**src/rtl/diag_unlock_pkg.sv**
```systemverilog
package diag_unlock_pkg;
  localparam int KEY_LEN = 6;
  localparam int CNT_W   = $clog2(KEY_LEN + 1);
  localparam int WE_BIT  = 7;
  localparam int RST_BIT = 2;

  function automatic logic [7:0] key_at(input logic [CNT_W-1:0] idx);
    case (idx)
      3'd0:    key_at = 8'h00;
      3'd1:    key_at = 8'h04;
      3'd2:    key_at = 8'h0B;
      3'd3:    key_at = 8'h02;
      3'd4:    key_at = 8'h07;
      3'd5:    key_at = 8'h0D;
      default: key_at = 8'h00;
    endcase
  endfunction
endpackage

```
**src/rtl/seq_tracker.sv**
```systemverilog
module seq_tracker
  import diag_unlock_pkg::*;
#(
  parameter int DATA_W = 32
) (
  input  logic              clk_i,
  input  logic              rst_ni,
  input  logic              seq_wr_i,
  input  logic [DATA_W-1:0] data_i,
  input  logic              clr_i,
  output logic              grant_o,
  output logic              revoke_o
);
  localparam logic [CNT_W-1:0] FULL = CNT_W'(KEY_LEN);

  logic [CNT_W-1:0]  cnt_q, cnt_d, idx;
  logic [DATA_W-1:0] exp_w;
  logic              match;

  // saturated counter compares against the first key again
  assign idx = (cnt_q == FULL) ? '0 : cnt_q;

  always_comb begin
    exp_w      = '0;
    exp_w[7:0] = key_at(idx);
  end

  assign match    = (data_i == exp_w);
  assign grant_o  = seq_wr_i && match && (cnt_q == FULL - 1'b1);
  assign revoke_o = seq_wr_i && !match;

  always_comb begin
    cnt_d = cnt_q;
    if (clr_i)
      cnt_d = '0;
    else if (seq_wr_i)
      cnt_d = !match ? '0 : (cnt_q == FULL) ? cnt_q : cnt_q + 1'b1;
  end

  always_ff @(posedge clk_i or negedge rst_ni)
    if (!rst_ni) cnt_q <= '0;
    else         cnt_q <= cnt_d;

  assert_cnt_bound_R2: assert property (@(posedge clk_i) disable iff (!rst_ni)
    cnt_q <= FULL);
  assert_mismatch_restart_R4: assert property (@(posedge clk_i) disable iff (!rst_ni)
    revoke_o |=> cnt_q == '0);
  assert_idle_hold_R9: assert property (@(posedge clk_i) disable iff (!rst_ni)
    (!seq_wr_i && !clr_i) |=> $stable(cnt_q));
endmodule

```
**src/rtl/diag_ctrl.sv**
```systemverilog
module diag_ctrl
  import diag_unlock_pkg::*;
#(
  parameter int DATA_W = 32
) (
  input  logic              clk_i,
  input  logic              rst_ni,
  input  logic              diag_wr_i,
  input  logic [DATA_W-1:0] data_i,
  input  logic              grant_i,
  input  logic              revoke_i,
  output logic              fire_o,
  output logic [DATA_W-1:0] diag_o,
  output logic              soft_reset_o
);
  localparam logic [DATA_W-1:0] WE_VAL = DATA_W'(1) << WE_BIT;

  logic [DATA_W-1:0] diag_q, diag_d;
  logic              pulse_q;

  assign fire_o = diag_wr_i && diag_q[WE_BIT] && data_i[RST_BIT];

  always_comb begin
    diag_d = diag_q;
    if (fire_o || revoke_i) diag_d = '0;
    else if (grant_i)       diag_d = WE_VAL;
  end

  always_ff @(posedge clk_i or negedge rst_ni)
    if (!rst_ni) begin
      diag_q  <= '0;
      pulse_q <= 1'b0;
    end else begin
      diag_q  <= diag_d;
      pulse_q <= fire_o;
    end

  assign diag_o       = diag_q;
  assign soft_reset_o = pulse_q;

  assert_pulse_width_R7: assert property (@(posedge clk_i) disable iff (!rst_ni)
    soft_reset_o |=> !soft_reset_o);
  assert_pulse_needs_enable_R8: assert property (@(posedge clk_i) disable iff (!rst_ni)
    soft_reset_o |-> $past(diag_q) == WE_VAL);
  assert_diag_values_R2: assert property (@(posedge clk_i) disable iff (!rst_ni)
    diag_q == '0 || diag_q == WE_VAL);
  assert_revoke_clears_R5: assert property (@(posedge clk_i) disable iff (!rst_ni)
    revoke_i |=> diag_q == '0);
endmodule

```
**src/rtl/diag_unlock.sv**
```systemverilog
module diag_unlock
  import diag_unlock_pkg::*;
#(
  parameter int              ADDR_W   = 8,
  parameter int              DATA_W   = 32,
  parameter logic [ADDR_W-1:0] SEQ_OFS  = 8'h34,
  parameter logic [ADDR_W-1:0] DIAG_OFS = 8'hF8
) (
  input  logic              clk_i,
  input  logic              rst_ni,
  input  logic              wr_en_i,
  input  logic [ADDR_W-1:0] wr_addr_i,
  input  logic [DATA_W-1:0] wr_data_i,
  output logic [DATA_W-1:0] diag_o,
  output logic              soft_reset_o
);
  logic seq_wr, diag_wr, grant, revoke, fire;

  assign seq_wr  = wr_en_i && (wr_addr_i == SEQ_OFS);
  assign diag_wr = wr_en_i && (wr_addr_i == DIAG_OFS);

  seq_tracker #(.DATA_W(DATA_W)) tracker_i (
    .clk_i    (clk_i),
    .rst_ni   (rst_ni),
    .seq_wr_i (seq_wr),
    .data_i   (wr_data_i),
    .clr_i    (fire),
    .grant_o  (grant),
    .revoke_o (revoke)
  );

  diag_ctrl #(.DATA_W(DATA_W)) ctrl_i (
    .clk_i        (clk_i),
    .rst_ni       (rst_ni),
    .diag_wr_i    (diag_wr),
    .data_i       (wr_data_i),
    .grant_i      (grant),
    .revoke_i     (revoke),
    .fire_o       (fire),
    .diag_o       (diag_o),
    .soft_reset_o (soft_reset_o)
  );

  assert_reset_clears_R7: assert property (@(posedge clk_i) disable iff (!rst_ni)
    soft_reset_o |-> diag_o == '0);
endmodule

```
**config.mk**
```make
export PLATFORM = sky130hd
export DESIGN_NAME = diag_unlock
export DESIGN_NICKNAME = d
export VERILOG_FILES = /design/src/rtl/diag_unlock_pkg.sv /design/src/rtl/seq_tracker.sv /design/src/rtl/diag_ctrl.sv /design/src/rtl/diag_unlock.sv
export SDC_FILE = /design/constraint.sdc
export NUM_CORES = 1
export LEC_CHECK = 0
export ABC_AREA = 1
export BUFFER_PORTS_ARGS = -buffer_cell sky130_fd_sc_hd__buf_2
export CAP_MARGIN = 20
export CORE_ASPECT_RATIO = 1.25
export CORE_MARGIN = 3
export CORE_UTILIZATION = 35
export DETAILED_ROUTE_END_ITERATION = 8
export GPL_ROUTABILITY_DRIVEN = 0
export GPL_TIMING_DRIVEN = 1
export PLACE_DENSITY = 0.74
export SKIP_LAST_GASP = 1
export SLEW_MARGIN = 40
export SYNTH_ARGS = -nofsm -noshare
export SYNTH_HDL_FRONTEND = slang
export SYNTH_SLANG_ARGS = --single-unit
```
**constraint.sdc**
```tcl
create_clock -name clk_i -period 3.4 [get_ports clk_i]
set_input_delay 0.51 -clock clk_i [delete_from_list [all_inputs] [get_ports clk_i]]
set_output_delay 0.51 -clock clk_i [all_outputs]
set_load 0.01 [all_outputs]
```
== Yosys cells after proc, flatten, opt, wreduce, memory -nomap -nowiden ==
Cells that the tools add are included.
Operators by class
  add/sub/neg operators: 1
  equality and inequality tests: 11
  muxes and demuxes: 8
  reductions and logical operators: 12
Operators with widths (number)
  $mux W32: 2
  $eq A32 B4 Y1: 1
  $pmux W4 S5: 1
  $mux W3: 5
  $eq A3 B3 Y1 const B: 4
  $eq A8 B6 Y1 const B: 1
  $eq A8 B8 Y1 const B: 1
  $logic_and A1 B1 Y1: 7
  $eq A3 B2 Y1 const B: 2
  $reduce_bool A2 Y1: 2
  $add A3 B1 Y3 const B: 1
  $eq A3 B1 Y1 const B: 1
  $ne A3 B2 Y1 const B: 1
  $reduce_and A2 Y1: 1
  $logic_not A1 Y1: 1
  $logic_or A1 B1 Y1: 1
Word-level totals
  register bits: 36
  output and inout bits: 33

== Logic depth before layout (Yosys ltp) ==
Gate-level depths: netlist of the first run.
  depth in word-level cells: 9
  gate-level depth with buffers: 12

== Modules after synthesis ==
A second synthesis of the first run with hierarchy kept.
Unflattened totals
  cells, all modules: 177
  area total of the unflattened synthesis: 1012.2 um^2
Modules (own cells, without submodules)
  seq_tracker: times used 1, cells an instance 124, area each 649.4 um^2, sequential area each 75.1 um^2
  diag_ctrl: times used 1, cells an instance 40, area each 312.8 um^2, sequential area each 50.0 um^2
  diag_unlock: times used 1, cells an instance 13, area each 50.0 um^2, sequential area each 0.0 um^2

== Least setup slack after synthesis of the first run ==
No wires, ideal clock.
  path type: reg-to-reg
  from: register tracker_i.cnt_q[0]
  to: register ctrl_i.diag_q[7] (netlist: ctrl_i.diag_o[7])
  setup time: 73 ps
  arrival: 1496 ps
  path slack: 1831 ps
  cell stages (with the launch flop): 12
  path buffers: 0
  clock period less this slack: 1569 ps
  cell sequence: dfrtp_1 inv_1 ha_1 nor2_4 nand2_2 nand3_1 nand2_1 nor2_1 nand3_2 nand2_2 nand2_1 a21oi_2
On the way
  word-level cells in the longest chain between the ends: 9
Ends and longest elaborated chain
  from (decl): RTL line seq_tracker.sv:16  | logic [CNT_W-1:0] cnt_q, cnt_d, idx;
  from (signal assigned): RTL line seq_tracker.sv:42  | else cnt_q <= cnt_d;
  $eq A3 B3 Y1: RTL line seq_tracker.sv:21  | assign idx = (cnt_q == FULL) ? '0 : cnt_q;
  $mux W3: RTL line seq_tracker.sv:21
  $eq A3 B3 Y1 (tied with other cells): RTL line diag_unlock_pkg.sv:8  | case (idx)
  $pmux W4 S5: RTL line diag_unlock_pkg.sv:8
  $eq A32 B4 Y1: RTL line seq_tracker.sv:28  | assign match = (data_i == exp_w);
  $logic_not A1 Y1: RTL line seq_tracker.sv:30  | assign revoke_o = seq_wr_i && !match;
  $logic_and A1 B1 Y1: RTL line seq_tracker.sv:30
  $logic_or A1 B1 Y1: RTL line diag_ctrl.sv:25  | if (fire_o || revoke_i) diag_d = '0;
  $mux W32 / $reduce_bool A2 Y1 (equally long branches)
  to (signal assigned): RTL line diag_ctrl.sv:34  | diag_q <= diag_d;
  to (decl): RTL line diag_ctrl.sv:18  | logic [DATA_W-1:0] diag_q, diag_d;
Parallel ways exist; a longest one is shown, timed or not.
A chain may end at the register's enable or synchronous reset.

== Worst setup path after layout of the first run ==
Ends and elaborated chain as after synthesis.

==> results of run 1 <==
-- stage by stage --
stage | area [um2] | setup slack [ps]
floorplan | 1035 | 1831
global placement | 1064 | 1732
detailed placement | 1064 | 1704
CTS | 1090 | 1685
global route | 1090 | 1494
finish | 1090 | 1707
-- synth_stat cells (2+ instances only) --
cell type	n	area, um2
a21oi_2	2	17.52
buf_4	31	232.7
dfrtp_1	5	125.1
ha_1	4	50.05
inv_1	34	127.6
inv_2	2	7.510
nand2_1	35	131.4
nand2_2	3	18.77
nand3_1	6	30.03
nand3_2	2	20.02
nand4_1	3	18.77
nor2_1	15	56.30
nor3_1	4	20.02
-- power by group through the flow --
stage | Combinational (mW) | Sequential, mW | Clock [mW]
CTS | 0.0710 | 0.0647 | 0.0704
detailed placement | 0.0707 | 0.0656 | 0
global placement | 0.0699 | 0.0656 | 0
floorplan | 0.0677 | 0.0659 | 0
global route | 0.0814 | 0.0652 | 0.0760
finish | 0.0712 | 0.0647 | 0.0682
-- critical path, delay by kind of cell, from the launching register on --
| kind | cells | cell delay [ps] |
|---|---|---|
| simple gates | 8 | 750 |
| flops | 1 | 470 |
| fa+ha+maj | 1 | 240 |
| compound gates | 1 | 90 |
| buf+inv | 1 | 70 |
-- state kept, by name, summed over array words and instances (netlist names) --
signal and flops:
tracker_i.cnt_q 3, ctrl_i.diag_o 1, ctrl_i.soft_reset_o 1
-- final cells by class --
cell class / instances / area [um2]
fillers: 289 / 1388
well taps: 33 / 41.29
clock buffers: 4 / 26.28
multi-input cells: 112 / 541.8
inverters: 36 / 135.1
flip-flops and latches: 5 / 125.1
repair buffers: 44 / 220.2
-- worst paths after layout --
path | to | slack, ps | cells after the start
min in group clk_i | ctrl_i.diag_o[7]$_DFFE_PN0P_ | 530 | 2
worst min register to register | ctrl_i.diag_o[7]$_DFFE_PN0P_ | 530 | 2
worst min-delay path | ctrl_i.diag_o[7]$_DFFE_PN0P_ | 80 | 1
worst max register to register | ctrl_i.diag_o[7]$_DFFE_PN0P_ | 1710 | 11
worst max-delay path | ctrl_i.diag_o[7]$_DFFE_PN0P_ | 1710 | 11
max in group asynchronous | tracker_i.cnt_q[0]$_DFFE_PN0P_ | 3190 | 1
-- cells by family (layout without fill, tap and decap cells) --
| group | count (synthesis) | after routing |
|---|---|---|
| fa+ha+maj | 4 | 4 |
| xor+xnor | 2 | 2 |
| simple gates | 71 | 71 |
| other cells | 1 | 31 |
| buf+inv | 67 | 84 |
| flops | 5 | 5 |
| compound gates | 4 | 4 |
-- per-layer routing --
metal,up-vias,share of wire,track usage
met5,-,0,0
met4,0,0,0.01967
met3,0,0.093,0.02364
met2,37,0.55,0.1871
met1,357,0.36,0.09738
li1,481,-,-
==> summary.md, run 1 <==
| Metric | Value |
|---|---|
| Placed insts | 230 |
| Largest family of logic cells by synthesized area | buffers and inverters |
| Syn_area_per_cell | about 6 um2 |
| Share of cells above drive strength 1 | 0.2985 |
| Hold Path Class | in -> async |
| Final Power | 204.1 uW |
| Adder-Cell Fraction of Synth Area | 0.05427 |
| Synth warnings | 0 |
| ANT nets after route | 0 |
| Post-CTS setup buffers | 0 |
| Critical Path RT | 3570 ps |
| Width of the die | 51.91 um |
| Number of diodes | 0 |
| Clock sink total | 5 |
| Max-cap violations | 0 |
| Commonest non-fill, non-tap cell in the layout | buf_2 |
| # IOs | 76 |
| Sequential power share | 0.317 |
| Hold Buf Count CTS | 0 |
| Post-route minimum period | 1693 ps |
| Pwr dens | approximately 190 nW/um2 |
| Worst setup SP type | register |
| Vias in the first global route | just over 700 |
| Crit. End Element | register |
| Setup TNS | 0 ps |
| Leak | approximately 0.75 nW |
| Mapped Area | 922.1 um2 |
| Pre-antenna DRT Iters | 3 |
| Fin. Hold Viols | 0 |
| Worst path slowest cell | dfrtp_1 |
| First-pass GRT wire length | approximately 2.5 mm |
| Final setup viols | 0 |
| 1st-iter DRT viols | 2 |
| Clock group share of total power | 0.334 |
| FMAX | between 500 and 600 MHz |
| Int Pwr | 136.3 uW |
| RSZ-0062 raised after global routing | false |
| Sw power | 67.82 uW |
| PostCTS Resize Cnt | 0 |
| Clk pin slew, worst setup/hold paths | roughly 40 ps |
| Gate Count Post-Synth | ~150 |
| WP data arrival | 1870 ps |
| Synth Area in Compound Gates | 0.03392 |
| IO Port Bufs | 44 |
| Clock buffer count from CTS | 3 |
| Crit share post-route | 0.4978 |
| CTS max path bufs | 2 |
| Max H-tree Level | 1 |
| Nets | 249 |
| Synth unique cells | 21 |
| Gr ovfl total | 0 |
| Register area share after synthesis | 0.1357 |
| Routed wire per std cell | 7.150 um |
| Asr flop ratio synth | 1.000 |
| # DRC | 0 |
| Initial antenna violation count | 0 |
| Slew Limit Fails | 0 |
| Setup CP Type | reg -> reg |
| Via count | 875 |
| Final core occ | 0.4399 |
| Largest stage delay, worst path | around 470 ps |
| Final Skew | 4.388 ps |
| Clk_lat worst skew | between 200 and 250 ps |
| Final wirelength | between 1.5 and 2 mm |
| Core region area | around 2500 um2 |
| CTS tree | yes |
| EDFF count, synth | 0 |
| Placement Rows | 20 |
| Critical-path cell list | inv_1 -> ha_1 -> nor2_4 -> nand2_2 -> nand3_1 -> nand2_1 -> nor2_2 -> nand3_2 -> nand2_2 -> nand2_1 -> a21oi_2 |
| Dpl hpwl | 1.537 mm |
| WHS | 75.78 ps |
| Synth Register Bits | 5 |
| Die area | about 3300 um2 |
| Worst-path maximum fanout | 8 |
| Vias per cell | 3.739 |
| Top_reg_cell synth | dfrtp_1 |
| XOR/XNOR share of the synthesized area | 0.02714 |
| Post-synthesis mux area share | 0 |
| CP startpoint | tracker_i.cnt_q[0]$_DFFE_PN0P_ |
| Initial Util | 0.3722 |
| Reg2reg start | tracker_i.cnt_q[0]$_DFFE_PN0P_ |
| Worst vdd ir | 0.1483 mV |
| Area delta synth->final | 18.18% |
| GRT Total Usage | 0.09592 |
| Final Instance Count excl. Fillers | 234 |
| Status | complete, no violations |
| Post-synthesis simple-gate area fraction | 0.3460 |
| Die H | 63.39 um |
| Clock Tree Root | clkbuf_4 |
| Sw frac | 0.3323 |
| Largest net degree at the start of global routing | 9 |
| Combinational share of power | 0.349 |
| Most frequent cells in the layout | buf_2, nand2_1, inv_1, conb_1, nor2_1 |
(Power assumes the default switching activity.)
==> run 2, diff against run 1 <==
- ABC_AREA: 1 -> 0
- PLACE_DENSITY: 0.74 -> 0.76
- clock period: 3.4 -> 1.6 ns (I/O delays scaled with it)
==> run 2 against run 1 <==
Net effect:
- the run now ends with setup timing left
- utilization is 10 points higher
- wire length is 50% higher
- global-route usage is 6.8 points higher
- area after synthesis is 9.1% lower
- first-iteration DRC count grew to 5.0 times the previous value
- critical path type unchanged
- critical endpoint is now tracker_i.cnt_q[1]$_DFFE_PN0P_
==> summary.md, run 2 <==
| Metric | Value |
|---|---|
| Status | finished, violations left |
| Failing checks | setup timing |
| Synth unique cells | 40 (+90%) |
| Register area share after synthesis | 0.1493 (+0.01357) |
| FMAX | 477.6 MHz (-19%) |
| # DRC | 0 (unchanged) |
| Worst vdd ir | 0.3339 mV (+130%) |
| Crit share post-route | 1.309 (+0.8109) |
| Largest stage delay, worst path | 500 ps (+30 ps) |
| Dpl hpwl | 2.120 mm (+38%) |
| Most common cell in the synthesized netlist | buf_4 |
| ANT nets after route | 0 (unchanged) |
| Asr flop ratio synth | 1.000 (unchanged) |
| Share of the synthesized area in the top cell type | 0.2776 (+0.02524) |
| Critical Path RT | 1760 ps (-1810 ps) |
| First-pass GRT wire length | 3.691 mm (+45%) |
| Clock buffer count from CTS | 3 (unchanged) |
| Die area | 3022 um2 (-8.2%) |
| Setup TNS | -1884 ps (-1884 ps) |
| Worst-path maximum fanout | 5 (-3) |
| Via count | 912 (+4.2%) |
| Synth warnings | 0 (unchanged) |
| Placed cell area | 1112 um2 (+4.6%) |
| # IOs | 76 (unchanged) |
| Syn_area_per_cell | 8.642 um2 (+44%) |
| Gr ovfl total | 0 (unchanged) |
| Top cells by instance count after synthesis | buf_4, nor4_1, dfrtp_1, nand2_1, ha_1 |
| Slew Limit Fails | 0 (unchanged) |
| IO Port Bufs | 44 (unchanged) |
| Max reg flops | 3 (unchanged) |
| 1st-iter DRT viols | 10 (+8) |
| Worst path slowest cell | or4b_1 |
| Mapped Area | 838.3 um2 (-9.1%) |
| Final WS setup | -494.0 ps (-2201 ps) |
| Fillers | 229 (-21%) |
| Largest area contributor in the netlist | buf_4 |
| Most frequent cells in the layout | buf_2, conb_1, buf_4, nor4_1, nand2_1 |
| Synth Register Bits | 5 (unchanged) |
| Leak | 0.5608 nW (-25%) |
| Pre-antenna DRT Iters | 4 (+1) |
| Vias in the first global route | 885 (+25%) |
| CTS max path bufs | 2 (unchanged) |
| Fin. Hold Viols | 0 (unchanged) |
| Crit. End Element | register |
| Top cells by area, synth | buf_4, dfrtp_1, ha_1 |
| GRT Total Usage | 0.1640 (+0.06805) |
| Cell area after layout | 1217 um2 (+12%) |
| Nets | 209 (-16%) |
| EDFF count, synth | 0 (unchanged) |
| Largest Register | tracker_i.cnt_q |
| Width of the die | 49.78 um (-4.1%) |
| Commonest non-fill, non-tap cell in the layout | buf_2 |
| Final Skew | 5.572 ps (+1.183 ps) |
| Largest net degree at the start of global routing | 7 (-2) |
| Clk_lat worst skew | 250 ps (about the same) |
| Max H-tree Level | 1 (unchanged) |
| Worst setup SP type | register |
| Clk pin slew, worst setup/hold paths | 40 ps (about the same) |
| Clock sink total | 5 (unchanged) |
| Number of diodes | 0 (unchanged) |
| Area delta synth->final | 45.22% |
| Critical-path cell list | inv_2 -> ha_4 -> or4b_1 -> o211ai_1 -> and2_4 -> o2111ai_4 -> o22ai_1 |
| CTS tree | yes |
| Post-route minimum period | 2094 ps (+401.4 ps) |
| Vias per cell | 4.750 (+27%) |
| Setup CP Type | reg -> reg |
| Max-cap violations | 0 (unchanged) |
| Hold Path Class | in -> reg |
| Routed wire per std cell | 13.08 um (+83%) |
| Clock Tree Root | clkbuf_4 |
| Initial Util | 0.3751 (+0.002918) |
| Share of cells above drive strength 1 | 0.5217 (+0.2232) |
| Top_reg_cell synth | dfrtp_1 |
| Placement Rows | 19 (-5.0%) |
| RSZ-0062 raised after global routing | true |
| Final wirelength | 2.512 mm (+50%) |
| Pwr dens | 325.3 nW/um2 (+74%) |
| Die H | 60.72 um (-4.2%) |
| Placement Setup Slack | -494.1 ps (-2198 ps) |
| Final setup viols | 4 (+4) |
| Core region area | 2235 um2 (-9.8%) |
| Gate Count Post-Synth | 97 (-37%) |
| WP data arrival | 2250 ps (+380 ps) |
| Initial antenna violation count | 0 (unchanged) |
-- run 2: critical path, delay by kind of cell (launching register included) --
kind | cells | cell delay, ps
adder cells (fa/ha/maj) | 1 | 170
buffers and inverters | 1 | 70
flip-flops | 1 | 430
AND/OR/NAND/NOR | 2 | 730
AO/OA/AOI/OAI | 3 | 610
-- run 2: power by group --
part | internal, mW | total [mW] | switching, mW
Clock | 0.0945 | 0.149 | 0.0547
Sequential | 0.127 | 0.127 | 0.00000000000270
Combinational | 0.0488 | 0.120 | 0.0711
Total | 0.270 | 0.396 | 0.126
-- run 2: path summary, 6_finish.rpt --
path / startpoint / endpoint / slack (ps) / cells past startpoint
max: tracker_i.cnt_q[1]$_DFFE_PN0P_ / tracker_i.cnt_q[1]$_DFFE_PN0P_ / -490 / 7
min: wr_addr_i[2] / ctrl_i.soft_reset_o$_DFF_PN0_ / 310 / 3
max reg2reg: tracker_i.cnt_q[1]$_DFFE_PN0P_ / tracker_i.cnt_q[1]$_DFFE_PN0P_ / -490 / 7
min reg2reg: ctrl_i.diag_o[7]$_DFFE_PN0P_ / ctrl_i.diag_o[7]$_DFFE_PN0P_ / 690 / 2
max in group asynchronous: rst_ni / tracker_i.cnt_q[0]$_DFFE_PN0P_ / 1130 / 2
min in group asynchronous: rst_ni / ctrl_i.soft_reset_o$_DFF_PN0_ / 330 / 2
-- run 2: repair_timing --
item	in CTS	in global routing
setup buffers	3	0
hold buffers	1	0
hold endpoints to repair	5	0
setup endpoints to repair	4	4
gates resized for setup	3	4
pin swaps	8	4
-- run 2: layout make-up --
type / count / area (um2) / area share
timing repair buffer: 62 / 361.6 / 0.2970
inverter: 3 / 11.26 / 0.009250
clock buffer: 4 / 26.28 / 0.02158
tap: 31 / 38.79 / 0.03186
multi-input combinational: 87 / 651.9 / 0.5355
sequential: 5 / 127.6 / 0.1048
-- run 2: cell families after synthesis --
family,share of synthesized area
other cells,0.004473
simple gates,0.3000
buf+inv,0.3045
fa+ha+maj,0.05970
flops,0.1493
compound gates,0.1821
-- run 2: per-stage QoR --
stage,utilization,hold WS (ps),power [mW],instances
6_report,0.5448,310.4,0.3960,192
5_1_grt,0.5448,324.9,0.4236,192
4_1_cts,0.5319,309.1,0.3950,192
3_5_place_dp,0.4978,56.10,0.2429,184
3_3_place_gp,0.4978,57.87,0.2399,184
2_1_floorplan,-,-55.59,0.2326,127
-- run 2: metal layers --
| layer | track usage | part of all wire | up-vias |
|---|---|---|---|
| met4 | 0.05929 | 0.014 | 0 |
| met1 | 0.1607 | 0.32 | 412 |
| li1 | - | - | 427 |
| met2 | 0.3176 | 0.54 | 69 |
| met5 | 0 | 0 | - |
| met3 | 0.05897 | 0.12 | 4 |
==> run 3, diff against run 2 <==
- CAP_MARGIN: 20 -> unset
- clock period: 1.6 -> 2.6 ns (I/O delays scaled with it)
==> run 3 against run 2 <==
Net effect:
- the run now ends clean
- first-iteration DRC count down 10%
- utilization decreased by 9.2 points
- highest routed layer unchanged
- maximum frequency down 7.5%
- clock-buffer cell count stayed put
- sequential share of layout area is 2.0 points higher
- power is 41% lower
- register-to-register slack better by 830 ps
- critical endpoint is now tracker_i.cnt_q[0]$_DFFE_PN0P_
- global-route usage shrank 4.5 points
- cell count down 8.3%
- clock power shrank 42%
==> summary.md, run 3 (synthesis gave the netlist of run 2 again) <==
| Metric | Value |
|---|---|
| WP data arrival | 2410 ps (+160 ps) |
| Critical Path RT | 2750 ps (+990 ps) |
| Vias in the first global route | 670 (-24%) |
| Post-CTS setup buffers | 0 (-3) |
| Clk_lat worst skew | 240 ps (about the same) |
| Post-route minimum period | 2264 ps (+169.5 ps) |
| Number of diodes | 0 (unchanged) |
| Sequential power share | 0.336 (+0.015) |
| Most frequent cells in the layout | buf_2, conb_1, nor4_1, nand2_1 |
| Slew Limit Fails | 0 (unchanged) |
| Clock sink total | 5 (unchanged) |
| CTS tree | yes |
| Pre-antenna DRT Iters | 5 (+1) |
| HP Start | wr_addr_i[2] |
| # DRC | 0 (unchanged) |
| Combinational share of power | 0.292 (-0.011) |
| Final core occ | 0.4524 (-0.09239) |
| Int Pwr | 164.3 uW (-39%) |
| Placement Rows | 19 (unchanged) |
| Status | complete, no violations |
| Fin. Hold Viols | 0 (unchanged) |
| Cell area after layout | 1011 um2 (-17%) |
| GRT Total Usage | 0.1189 (-0.04503) |
| First-pass GRT wire length | 2.773 mm (-25%) |
| Largest Register | tracker_i.cnt_q |
| # IOs | 76 (unchanged) |
| Pwr dens | 230.3 nW/um2 (-29%) |
| Routed wire per std cell | 10.91 um (-17%) |
| Worst-path maximum fanout | 9 (+4) |
| Gr ovfl total | 0 (unchanged) |
| Placed cell area | 973.4 um2 (-12%) |
| Nets | 193 (-7.7%) |
| Core region area | 2235 um2 (unchanged) |
| Max-cap violations | 0 (unchanged) |
| Commonest non-fill, non-tap cell in the layout | buf_2 |
| Initial Util | 0.3751 (unchanged) |
| Die area | 3022 um2 (unchanged) |
| Hold Path Class | in -> reg |
| CP startpoint | tracker_i.cnt_q[1]$_DFFE_PN0P_ |
| WHS | 464.4 ps (+153.9 ps) |
| Final setup viols | 0 (-4) |
| FMAX | 441.8 MHz (-7.5%) |
| Setup CP Type | reg -> reg |
| Sw power | 68.50 uW (-46%) |
| Clk pin slew, worst setup/hold paths | 40 ps (about the same) |
| Final Skew | 0.1694 ps (-5.402 ps) |
| Area delta synth->final | 20.60% |
| Sw frac | 0.2942 (-0.02334) |
| Dpl hpwl | 1.670 mm (-21%) |
| Setup TNS | 0 ps (+1884 ps) |
| Worst vdd ir | 0.1159 mV (-65%) |
| Final Power | 232.8 uW (-41%) |
| Vias per cell | 4.807 (+1.2%) |
| Crit share post-route | 0.8706 (-0.4382) |
| RSZ-0062 raised after global routing | false |
| Clock group share of total power | 0.372 (-0.005) |
| Initial antenna violation count | 0 (unchanged) |
| Leak | 0.4701 nW (-16%) |
| Largest net degree at the start of global routing | 12 (+5) |
| Die H | 60.72 um (unchanged) |
| Max reg flops | 3 (unchanged) |
| Clock Tree Root | clkbuf_4 |
| Final Instance Count excl. Fillers | 176 (-8.3%) |
| Final wirelength | 1.920 mm (-24%) |
| Placement Setup Slack | 291.9 ps (+786.1 ps) |
| Via count | 846 (-7.2%) |
| 1st-iter DRT viols | 9 (-1) |
| ANT nets after route | 0 (unchanged) |
| IO Port Bufs | 44 (unchanged) |
| Clock buffer count from CTS | 3 (unchanged) |
| Width of the die | 49.78 um (unchanged) |
| Crit. End Element | register |
| Reg2reg start | tracker_i.cnt_q[1]$_DFFE_PN0P_ |
| Share of cells above drive strength 1 | 0.3931 (-0.1286) |
| Final WS setup | 336.5 ps (+830.5 ps) |
| Placed insts | 171 (-7.1%) |
| Max H-tree Level | 1 (unchanged) |
| CTS max path bufs | 2 (unchanged) |
| Worst setup SP type | register |
==> run 3: changes by cell type in the layout (fill, tap and decap cells not counted), sizes merged <==
cell,change
buf,-16
==> run 3: cell type report <==
type | instances | area, um2
flip-flops and latches | 5 | 126.4
multi-input cells | 87 | 570.5
fillers | 230 | 1224
well taps | 31 | 38.79
repair buffers | 46 | 237.7
inverters | 3 | 11.26
clock buffers | 4 | 26.28
==> run 3: what timing repair did <==
action                     in CTS  in global routing
setup endpoints to repair       0                  2
gates resized for setup         0                  1
hold endpoints to repair        5                  0
hold buffers                    1                  0
==> run 3: power by group through the flow <==
stage,Clock [mW],Sequential [mW],Combinational [mW]
2_1_floorplan,0,0.0793,0.0637
3_3_place_gp,0,0.0792,0.0640
3_5_place_dp,0,0.0792,0.0659
4_1_cts,0.0886,0.0782,0.0671
5_1_grt,0.0910,0.0781,0.0761
6_report,0.0867,0.0782,0.0680
==> run 3: critical path, cell delays in order (launching register included) <==
cell and delay [ps]:
dfrtp_1 510, ha_1 320, nor4b_2 90, or3_4 350, a2111oi_4 470, a41oi_1 220
o22ai_1 210
==> run 3: worst paths after layout <==
kind	endpoint	slack, ps	cells after the start
max	tracker_i.cnt_q[0]$_DFFE_PN0P_	340	6
min	ctrl_i.soft_reset_o$_DFF_PN0_	460	3
max reg2reg	tracker_i.cnt_q[0]$_DFFE_PN0P_	340	6
min reg2reg	tracker_i.cnt_q[0]$_DFFE_PN0P_	610	1
max in group asynchronous	tracker_i.cnt_q[0]$_DFFE_PN0P_	1960	2
min in group asynchronous	ctrl_i.soft_reset_o$_DFF_PN0_	490	2
==> run 3: metal layers <==
| metal | GRT usage | up-vias | part of all wire |
|---|---|---|---|
| met5 | 0 | - | 0 |
| met4 | 0.06719 | 0 | 0.021 |
| met3 | 0.02948 | 9 | 0.13 |
| met2 | 0.2287 | 61 | 0.53 |
| met1 | 0.1168 | 379 | 0.32 |
| li1 | - | 397 | - |
